==> src/rtl/fad_pkg.sv <==
// Shared constants for the flash access disable gate.
// Assumes nothing beyond a 2-bit physical operation code.
package fad_pkg;
    localparam int NSRC     = 4;
    localparam int SRC_GLB  = 0;
    localparam int SRC_LOC  = 1;
    localparam int SRC_WIPE = 2;
    localparam int SRC_SW   = 3;
    localparam int OPW      = 2;
    localparam logic [OPW-1:0] OP_READ  = 2'd0;
    localparam logic [OPW-1:0] OP_PROG  = 2'd1;
    localparam logic [OPW-1:0] OP_ERASE = 2'd2;
endpackage

==> src/rtl/fad_src_latch.sv <==
// Sticky capture of the disable causes.
// Each cause bit is latched at the clock edge where it is seen high and
// only reset clears it. The disable flag is the OR of the latched bits.
module fad_src_latch #(
    parameter int N = 4
) (
    input  logic         clk,
    input  logic         rst_n,
    input  logic [N-1:0] src_i,
    output logic [N-1:0] seen_o,
    output logic         dis_o
);
    logic [N-1:0] seen_q;

    // accumulate causes; reset is the only way out
    always_ff @(posedge clk) begin
        if (!rst_n) seen_q <= '0;
        else        seen_q <= seen_q | src_i;
    end

    assign seen_o = seen_q;
    assign dis_o  = |seen_q;

    for (genvar i = 0; i < N; i++) begin : g_chk
        a_r1_capture: assert property (@(posedge clk) disable iff (!rst_n)
            src_i[i] |=> seen_q[i]);
        a_r2_sticky: assert property (@(posedge clk) disable iff (!rst_n)
            seen_q[i] |=> seen_q[i]);
    end
endmodule

==> src/rtl/fad_req_gate.sv <==
// Request/response gate for one requester path (host or controller).
// Enabled: request and response pass through combinationally.
// Disabled: the request is held back and one error beat is sent the
// following cycle. Assumes one outstanding transaction per requester.
module fad_req_gate #(
    parameter int PW = 16,
    parameter int DW = 32
) (
    input  logic          clk,
    input  logic          rst_n,
    input  logic          dis_i,
    input  logic          req_vld_i,
    input  logic [PW-1:0] req_pld_i,
    output logic          fwd_vld_o,
    output logic [PW-1:0] fwd_pld_o,
    input  logic          fwd_rsp_vld_i,
    input  logic [DW-1:0] fwd_rsp_data_i,
    output logic          rsp_vld_o,
    output logic          rsp_err_o,
    output logic [DW-1:0] rsp_data_o
);
    logic err_q;

    // remember a refused request so that its error beat goes out next cycle
    always_ff @(posedge clk) begin
        if (!rst_n) err_q <= 1'b0;
        else        err_q <= dis_i & req_vld_i;
    end

    // forwarding path
    always_comb begin
        fwd_vld_o = req_vld_i & ~dis_i;
        fwd_pld_o = req_pld_i;
    end

    // merge of the error beat and the downstream response
    always_comb begin
        rsp_vld_o  = err_q | fwd_rsp_vld_i;
        rsp_err_o  = err_q;
        rsp_data_o = err_q ? '0 : fwd_rsp_data_i;
    end

    // an enabled request passes unchanged
    a_r3_pass: assert property (@(posedge clk) disable iff (!rst_n)
        (!dis_i && req_vld_i) |-> (fwd_vld_o && fwd_pld_o == req_pld_i));
    // a refused request gets one error beat
    a_r4_err_beat: assert property (@(posedge clk) disable iff (!rst_n)
        (dis_i && req_vld_i) |=> (rsp_vld_o && rsp_err_o && rsp_data_o == '0));
    a_r4_no_fwd: assert property (@(posedge clk) disable iff (!rst_n)
        dis_i |-> !fwd_vld_o);
endmodule

==> src/rtl/fad_phy_gate.sv <==
// Gate on the physical flash interface.
// Tracks the single outstanding transaction. On disable, a running program
// or erase finishes, a running read is abandoned with an error, and new
// requests are dropped without a response. Assumes requests arrive only
// while idle.
module fad_phy_gate
    import fad_pkg::*;
#(
    parameter int AW = 16,
    parameter int DW = 32
) (
    input  logic           clk,
    input  logic           rst_n,
    input  logic           dis_i,
    input  logic           req_vld_i,
    input  logic [OPW-1:0] req_op_i,
    input  logic [AW-1:0]  req_addr_i,
    output logic           fwd_vld_o,
    output logic [OPW-1:0] fwd_op_o,
    output logic [AW-1:0]  fwd_addr_o,
    input  logic           done_i,
    input  logic [DW-1:0]  rdata_i,
    output logic           rsp_vld_o,
    output logic           rsp_err_o,
    output logic [DW-1:0]  rsp_data_o
);
    logic           busy_q;
    logic [OPW-1:0] busy_op_q;
    logic           rd_abort;
    logic           pass_done;

    // issue only while enabled and idle
    always_comb begin
        fwd_vld_o  = req_vld_i & ~dis_i & ~busy_q;
        fwd_op_o   = req_op_i;
        fwd_addr_o = req_addr_i;
    end

    // abandon a read in flight; let stateful operations report completion
    always_comb begin
        rd_abort  = dis_i & busy_q & (busy_op_q == OP_READ);
        pass_done = busy_q & done_i & ~rd_abort;
    end

    // response toward the requester
    always_comb begin
        rsp_vld_o  = rd_abort | pass_done;
        rsp_err_o  = rd_abort;
        rsp_data_o = rd_abort ? '0 : rdata_i;
    end

    // outstanding transaction tracking
    always_ff @(posedge clk) begin
        if (!rst_n) begin
            busy_q    <= 1'b0;
            busy_op_q <= OP_READ;
        end else if (fwd_vld_o) begin
            busy_q    <= 1'b1;
            busy_op_q <= req_op_i;
        end else if (rd_abort || pass_done) begin
            busy_q    <= 1'b0;
        end
    end

    a_r8_drop: assert property (@(posedge clk) disable iff (!rst_n)
        dis_i |-> !fwd_vld_o);
    a_r7_single: assert property (@(posedge clk) disable iff (!rst_n)
        busy_q |-> !fwd_vld_o);
    a_r9_finish: assert property (@(posedge clk) disable iff (!rst_n)
        (dis_i && busy_q && busy_op_q != OP_READ && done_i) |-> (rsp_vld_o && !rsp_err_o));
    a_r10_abort: assert property (@(posedge clk) disable iff (!rst_n)
        (dis_i && busy_q && busy_op_q == OP_READ) |=> !busy_q);
endmodule

==> src/rtl/flash_access_gate.sv <==
// Top of the flash access disable gate.
// Combines four disable causes into a sticky state and applies it to the
// host, controller and physical paths. Synchronous active-low reset.
module flash_access_gate
    import fad_pkg::*;
#(
    parameter int AW = 16,
    parameter int DW = 32
) (
    input  logic           clk,
    input  logic           rst_n,
    input  logic           esc_global_i,
    input  logic           esc_local_i,
    input  logic           rma_done_i,
    input  logic           sw_disable_i,
    output logic [NSRC-1:0] dis_src_o,
    output logic           disabled_o,
    input  logic           host_req_i,
    input  logic [AW-1:0]  host_addr_i,
    output logic           host_fwd_req_o,
    output logic [AW-1:0]  host_fwd_addr_o,
    input  logic           host_fwd_rsp_i,
    input  logic [DW-1:0]  host_fwd_rdata_i,
    output logic           host_rsp_o,
    output logic           host_rsp_err_o,
    output logic [DW-1:0]  host_rdata_o,
    input  logic           ctrl_req_i,
    input  logic [OPW-1:0] ctrl_op_i,
    input  logic [AW-1:0]  ctrl_addr_i,
    output logic           ctrl_fwd_req_o,
    output logic [OPW-1:0] ctrl_fwd_op_o,
    output logic [AW-1:0]  ctrl_fwd_addr_o,
    input  logic           ctrl_fwd_rsp_i,
    input  logic [DW-1:0]  ctrl_fwd_rdata_i,
    output logic           ctrl_rsp_o,
    output logic           ctrl_rsp_err_o,
    output logic [DW-1:0]  ctrl_rdata_o,
    input  logic           phy_req_i,
    input  logic [OPW-1:0] phy_op_i,
    input  logic [AW-1:0]  phy_addr_i,
    output logic           phy_fwd_req_o,
    output logic [OPW-1:0] phy_fwd_op_o,
    output logic [AW-1:0]  phy_fwd_addr_o,
    input  logic           phy_done_i,
    input  logic [DW-1:0]  phy_rdata_i,
    output logic           phy_rsp_o,
    output logic           phy_rsp_err_o,
    output logic [DW-1:0]  phy_rdata_o
);
    localparam int CPW = OPW + AW;

    logic [NSRC-1:0] src;
    logic            dis;
    logic [CPW-1:0]  ctrl_pld_out;

    // cause vector in status-bit order
    always_comb begin
        src           = '0;
        src[SRC_GLB]  = esc_global_i;
        src[SRC_LOC]  = esc_local_i;
        src[SRC_WIPE] = rma_done_i;
        src[SRC_SW]   = sw_disable_i;
    end

    fad_src_latch #(.N(NSRC)) u_src (
        .clk(clk), .rst_n(rst_n), .src_i(src), .seen_o(dis_src_o), .dis_o(dis)
    );

    assign disabled_o = dis;

    fad_req_gate #(.PW(AW), .DW(DW)) u_host (
        .clk(clk), .rst_n(rst_n), .dis_i(dis),
        .req_vld_i(host_req_i), .req_pld_i(host_addr_i),
        .fwd_vld_o(host_fwd_req_o), .fwd_pld_o(host_fwd_addr_o),
        .fwd_rsp_vld_i(host_fwd_rsp_i), .fwd_rsp_data_i(host_fwd_rdata_i),
        .rsp_vld_o(host_rsp_o), .rsp_err_o(host_rsp_err_o), .rsp_data_o(host_rdata_o)
    );

    fad_req_gate #(.PW(CPW), .DW(DW)) u_ctrl (
        .clk(clk), .rst_n(rst_n), .dis_i(dis),
        .req_vld_i(ctrl_req_i), .req_pld_i({ctrl_op_i, ctrl_addr_i}),
        .fwd_vld_o(ctrl_fwd_req_o), .fwd_pld_o(ctrl_pld_out),
        .fwd_rsp_vld_i(ctrl_fwd_rsp_i), .fwd_rsp_data_i(ctrl_fwd_rdata_i),
        .rsp_vld_o(ctrl_rsp_o), .rsp_err_o(ctrl_rsp_err_o), .rsp_data_o(ctrl_rdata_o)
    );

    // split the forwarded controller payload back into its fields
    assign ctrl_fwd_op_o   = ctrl_pld_out[CPW-1:AW];
    assign ctrl_fwd_addr_o = ctrl_pld_out[AW-1:0];

    fad_phy_gate #(.AW(AW), .DW(DW)) u_phy (
        .clk(clk), .rst_n(rst_n), .dis_i(dis),
        .req_vld_i(phy_req_i), .req_op_i(phy_op_i), .req_addr_i(phy_addr_i),
        .fwd_vld_o(phy_fwd_req_o), .fwd_op_o(phy_fwd_op_o), .fwd_addr_o(phy_fwd_addr_o),
        .done_i(phy_done_i), .rdata_i(phy_rdata_i),
        .rsp_vld_o(phy_rsp_o), .rsp_err_o(phy_rsp_err_o), .rsp_data_o(phy_rdata_o)
    );

    // nothing leaves the block in the cycle after a reset cycle
    a_r11_quiet: assert property (@(posedge clk)
        !rst_n |=> (dis_src_o == '0 && !host_rsp_err_o && !ctrl_rsp_err_o));
endmodule

==> config.mk <==
export PLATFORM = sky130hd
export DESIGN_NAME = flash_access_gate
export DESIGN_NICKNAME = d
export VERILOG_FILES = /design/src/rtl/fad_pkg.sv /design/src/rtl/fad_src_latch.sv /design/src/rtl/fad_req_gate.sv /design/src/rtl/fad_phy_gate.sv /design/src/rtl/flash_access_gate.sv
export SDC_FILE = /design/constraint.sdc
export NUM_CORES = 1
export LEC_CHECK = 0
export BUFFER_PORTS_ARGS = -buffer_cell sky130_fd_sc_hd__buf_2
export CORE_AREA = 4 4 122 124
export DETAILED_ROUTE_END_ITERATION = 7
export DIE_AREA = 0 0 126 128
export SLEW_MARGIN = 25
export SYNTH_ARGS = -nofsm -noshare
export SYNTH_HDL_FRONTEND = slang
export SYNTH_SLANG_ARGS = --single-unit
export TNS_END_PERCENT = 100
==> constraint.sdc <==
create_clock -name clk -period 2.79 [get_ports clk]
set_input_delay 0.558 -clock clk [delete_from_list [all_inputs] [get_ports clk]]
set_output_delay 0.558 -clock clk [all_outputs]
set_load 0.03 [all_outputs]
==> results.cfg, run 1 <==
[sta]
rsz0062_at_grt = false
period_minus_slack_ns = 2.58
finalHoldViolCount = 0
skew_ns = 0.00274
finalSetupViolations = 0
whs_ns = 0.455
maxSlewViolCount = 0
max_freq_ghz = 0.388
max_slew.worst_pin.slew_ns = 0.471
fin_crit_sh_pct = 92.3
slew_headroom_pct = 68.5
fin_ws_ns = 0.215
fin_tns_setup_ns = 0

[logic_synthesis]
synthTopCellsByArea = nor2b_1, buf_4, and2_1, dfxtp_1, o21a_1
synthAdderAreaFrac_pct = 0
muxShareOfSynthArea_pct = 1.44
synth-async-reset-ratio_pct = 0
synth_nets = 353
synth_cells = 193
yosysTopAreaCell = nor2b_1
synthXorXnorAreaFrac_pct = 0
synth_seq_area_share_pct = 12.9
ys_ff_latch = 9
avgSynthCellArea_um2 = 7.22
synthSimpleGateAreaFrac_pct = 51.3
synth_common_cells = nor2b_1, buf_4, and2_1
yosys_warnings = 0
netlist_area_um2 = 1390
synth_compound_area_share_pct = 2.79
synthDistinctLibCells = 20
synth_edf_count = 0
ys.flop_type = dfxtp_1
synth_top_family_by_area = simple AND/OR/NAND/NOR gates
synth_top_area_share_pct = 28.8
synth.most_common_cell = nor2b_1

[route]
dr.pass1.iters = 3
ant_nets = 0
wirelength_mm = 5.98
first_iter_violations = 28
vias = 1768
wl_per_cell_um = 11.1
routed_via_density = 3.29
drc = 0

[worst_setup_path]
cp_max_fo = 35
critical_path.endpoint_type = output pin
path_class = reg -> out
crit_required_ns = 2.23
cp-start-kind = flip-flop
critPathArrivalTime_ns = 2.02

[die]
num_rows = 43
fp.dieW_um = 126
coreArea_um2 = 13800
start_util_pct = 10.1
pin_count = 322
die_height_um = 128
dieArea_um2 = 16100

[pwr]
power_density_nw_per_um2 = 392
pwr-share-clk_pct = 27.4
swShare_pct = 45.2
peakVddDrop_uv = 146
leakage_nw = 1.34
p_switching_w = 0.000423
p_int_w = 0.000512
combinationalPowerShare_pct = 56.9
pwr-share-seq_pct = 15.7

[place]
gp_congestion = 0.682
hpwl_mm = 5.28
io_buffers = 221
pre_cts_ws_ns = 0.460
placed_cell_area_um2 = 2310
place_inst = 534

[final_layout]
finalInstanceArea_um2 = 2390
diodes = 0
nets = 519
stdcell_count = 538
area_growth_pct = 71.3
drive_above_1_share_pct = 64.8
fill_cells = 1594

[clock_tree]
cts_root_buf = clkbuf_16
htree_levels = 1
path_clk_slew_ns = 0.04
cts_buffers = 3
clkSinkCount = 9
insertion_delay_ns = 0.24
hold_buffers = 0
post_cts_resized = 0
cts_tree = built
postCtsSetupRepairBufs = 0
cts.path.max_buffers = 2

[grt]
grt_pass1_wl_mm = 8.42
gr-usage-all-layers_pct = 6.63
grt_max_degree = 36
antenna_found_initial = 1
grt_pass1_vias = 1707
grt-ovfl-total = 0

[hold_path]
hold_path.class = reg -> reg

[job]
cap_violations = 0

[outcome]
status = complete, no violations
==> sequential cells by signal, indices dropped and copies added (netlist names) <==
register and cells:
u_src.seen_o 4, u_phy.busy_op_q 2, u_ctrl.rsp_err_o 1, u_host.rsp_err_o 1, u_phy.busy_q 1
==> power by group through the flow <==
stage	registers, W	logic (W)	clock network [W]
floorplan	0.000158	0.000466	0
global placement	0.000150	0.000536	0
detailed placement	0.000150	0.000538	0
CTS	0.000147	0.000539	0.000268
global route	0.000149	0.000569	0.000274
finish	0.000147	0.000532	0.000256
==> final cells by class <==
cell class | count | area [um^2] | area share, %
Clock buffer | 4 | 78.8 | 3.30
Inverter | 2 | 7.51 | 0.315
Multi-Input combinational cell | 120 | 773 | 32.4
Sequential cell | 9 | 180 | 7.55
Tap cell | 180 | 225 | 9.44
Timing Repair Buffer | 223 | 1120 | 47.0
==> worst paths after layout <==
kind / slack [ns] / startpoint / endpoint / cells past startpoint
max: 0.21 / u_src.seen_o[2] / phy_rdata_o[17] / 5
min: 0.45 / u_phy.busy_op_q[0] / u_phy.busy_op_q[0] / 2
max reg2reg: 1.17 / u_src.seen_o[2] / u_phy.busy_q / 4
min reg2reg: 0.45 / u_phy.busy_op_q[0] / u_phy.busy_op_q[0] / 2
==> per-stage QoR <==
step | util, % | total power (W)
6_report | 17.3 | 0.000935
5_1_grt | 17.3 | 0.000992
4_1_cts | 17.3 | 0.000954
3_5_place_dp | 16.8 | 0.000687
3_3_place_gp | 16.8 | 0.000686
2_1_floorplan | - | 0.000624
==> per-layer routing <==
metal / track usage (%) / part of all wire (%) / up-vias / wire (um)
met5: 0 / 0.22 / - / 13
met4: 2.27 / 1.6 / 2 / 97
met3: 3.54 / 16 / 10 / 969
met2: 10.2 / 43 / 174 / 2560
met1: 7.87 / 39 / 720 / 2350
li1: - / - / 862 / -
==> layout by cell type (no fill, tap or decap) <==
cell type  count
buf_2        221
nand2_1        6
nor3b_4        1
buf_4          2
or2_2          2
o21a_1         4
clkbuf_16      3
a22o_1         1
nor2_1         1
clkbuf_1       1
inv_2          1
mux2i_1        2
and3b_1        1
nand3_2        1
inv_1          1
dfxtp_1        9
and3_1         2
nor4_2         1
and2_1        34
nor2b_1       64
==> critical path, stage by stage (launching register included) <==
cell and delay, ns:
dfxtp_1 0.35, nor4_2 0.48, inv_2 0.15, nand3_2 0.38
and2_1 0.21, buf_2 0.20
==> cells by family after synthesis <==
logic type | Yosys count
AOI/OAI and AO/OA | 5
buffers and inverters | 64
DFF | 9
muxes | 2
and+or+nand+nor | 113
Note: power is estimated with default switching activity, not from simulation.
==> run 2, diff against run 1 <==
- BUFFER_PORTS_ARGS: -buffer_cell sky130_fd_sc_hd__buf_2 -> unset
- CORE_AREA: 4 4 122 124 -> 4 4 121 123
- DIE_AREA: 0 0 126 128 -> 0 0 125 127
- DONT_BUFFER_PORTS: unset -> 1
==> results.cfg, run 2 (synthesized netlist as in run 1, its figures left out) <==
[pwr]
leakage_nw = 0.492
power_density_nw_per_um2 = 565
swShare_pct = 48.3
combinationalPowerShare_pct = 48.6
p_total_w = 0.000773
p_int_w = 0.000400
peakVddDrop_uv = 254
pwr-share-seq_pct = 19.3
p_switching_w = 0.000373
pwr-share-clk_pct = 32.1

[sta]
fin_ws_ns = 0.439
rsz0062_at_grt = false
period_minus_slack_ns = 2.35
maxSlewViolCount = 0
max_slew.worst_pin.slew_ns = 0.703
max_freq_ghz = 0.425
slew_headroom_pct = 53.0
finalSetupViolations = 0
fin_crit_sh_pct = 84.3
finalHoldViolCount = 0
skew_ns = 0.00249
whs_ns = 0.456
fin_tns_setup_ns = 0

[die]
die_height_um = 127
start_util_pct = 10.2
num_rows = 43
fp.dieW_um = 125
dieArea_um2 = 15900
pin_count = 322
coreArea_um2 = 13700

[worst_setup_path]
r2r_end = u_phy.busy_op_q[1]
path_class = reg -> out
cp-start-kind = flip-flop
cp_max_fo = 4
cpMaxStageDelayCell = dfxtp_1
critical_path.endpoint_type = output pin
path_common_cell = buf_4
slowest_delay_ns = 0.42
worst-path-buf-inv = 3
worstRegToRegCells = 7
critPathArrivalTime_ns = 1.79
r2r_slack_ns = 0.78
critical_path.top_delay_family = simple AND/OR/NAND/NOR gates
worstPathCellList = nor4_2 -> buf_4 -> inv_2 -> buf_4 -> nor3b_4
crit_required_ns = 2.23
reg2reg_from = u_src.seen_o[2]

[final_layout]
largest_reg_flops = 4
fill_cells = 1575
fin_util_pct = 10.0
drive_above_1_share_pct = 13.1
final_common_cell = nor2b_1
final_cell_mix = nor2b_1, and2_1, dfxtp_1
nets = 306
area_growth_pct = -1.80

[grt]
gr-usage-all-layers_pct = 5.61
grt_pass1_wl_mm = 6.76
met3_usage_pct = 3.22
met2_usage_pct = 12.4
grt_pass1_vias = 1170
grt-ovfl-total = 0
busiest_layer = met2
antenna_found_initial = 3
grtUsageMet1_pct = 3.75
grt_max_degree = 36

[clock_tree]
path_clk_slew_ns = 0.04
clkSinkCount = 9
insertion_delay_ns = 0.23
post_cts_resized = 0
cts_tree = built
cts_buffers = 3
postCtsSetupRepairBufs = 0
htree_levels = 1
hold_buffers = 0
cts_root_buf = clkbuf_16
cts.path.max_buffers = 2

[route]
routed_via_density = 3.46
vias = 1127
drc = 0
wl_per_cell_um = 16.3
ant_nets = 0
dr.pass1.iters = 3
wirelength_mm = 5.32
first_iter_violations = 9

[hold_path]
hold_depth = 1
min_delay_worst_endpoint = u_src.seen_o[1]
worstHoldStart = rst_n
hold_path.class = in -> reg

[place]
pre_cts_ws_ns = 0.672
hpwl_mm = 4.96
gp_congestion = 0.782
io_buffers = 0

[outcome]
status = complete, no violations

[job]
cap_violations = 0
[run 2: worst max path at each step]
| stage | startpoint | to | slack (ns) | cells past startpoint |
|---|---|---|---|---|
| after global placement | u_src.seen_o[2] | phy_fwd_req_o | 0.70 | 5 |
| after detailed placement | u_src.seen_o[2] | phy_fwd_req_o | 0.67 | 5 |
| after floorplan | u_src.seen_o[2] | phy_rdata_o[23] | 0.66 | 5 |
| after CTS | u_src.seen_o[2] | phy_fwd_req_o | 0.42 | 5 |
| after global routing | u_src.seen_o[2] | phy_rdata_o[19] | 0.33 | 6 |
| final | u_src.seen_o[2] | phy_fwd_req_o | 0.44 | 5 |
[run 2: layer usage]
metal,wire [um],part of all wire (%)
met4,93,1.7
met2,3010,57
met1,1260,24
met3,928,17
met5,23,0.43
[run 2: area by class of cell]
class / instances / area [um^2] / area share, %
Multi-Input combinational cell: 120 / 773 / 56.5
Tap cell: 180 / 225 / 16.5
Sequential cell: 9 / 180 / 13.2
Timing Repair Buffer: 10 / 100 / 7.32
Clock buffer: 4 / 78.8 / 5.76
Inverter: 2 / 7.51 / 0.549
Antenna cell: 1 / 2.50 / 0.183
[run 2: power groups by stage]
stage / combinational, W / clock, W / sequential [W]
3_3_place_gp: 0.000382 / 0 / 0.000151
4_1_cts: 0.000381 / 0.000254 / 0.000150
6_report: 0.000375 / 0.000248 / 0.000149
2_1_floorplan: 0.000466 / 0 / 0.000158
5_1_grt: 0.000391 / 0.000262 / 0.000150
3_5_place_dp: 0.000381 / 0 / 0.000152
[run 2: stage by stage]
stage / std cells / area, um^2
2_1_floorplan: 193 / 1390
3_3_place_gp: 321 / 1290
3_5_place_dp: 321 / 1290
4_1_cts: 325 / 1370
5_1_grt: 326 / 1370
6_report: 326 / 1370
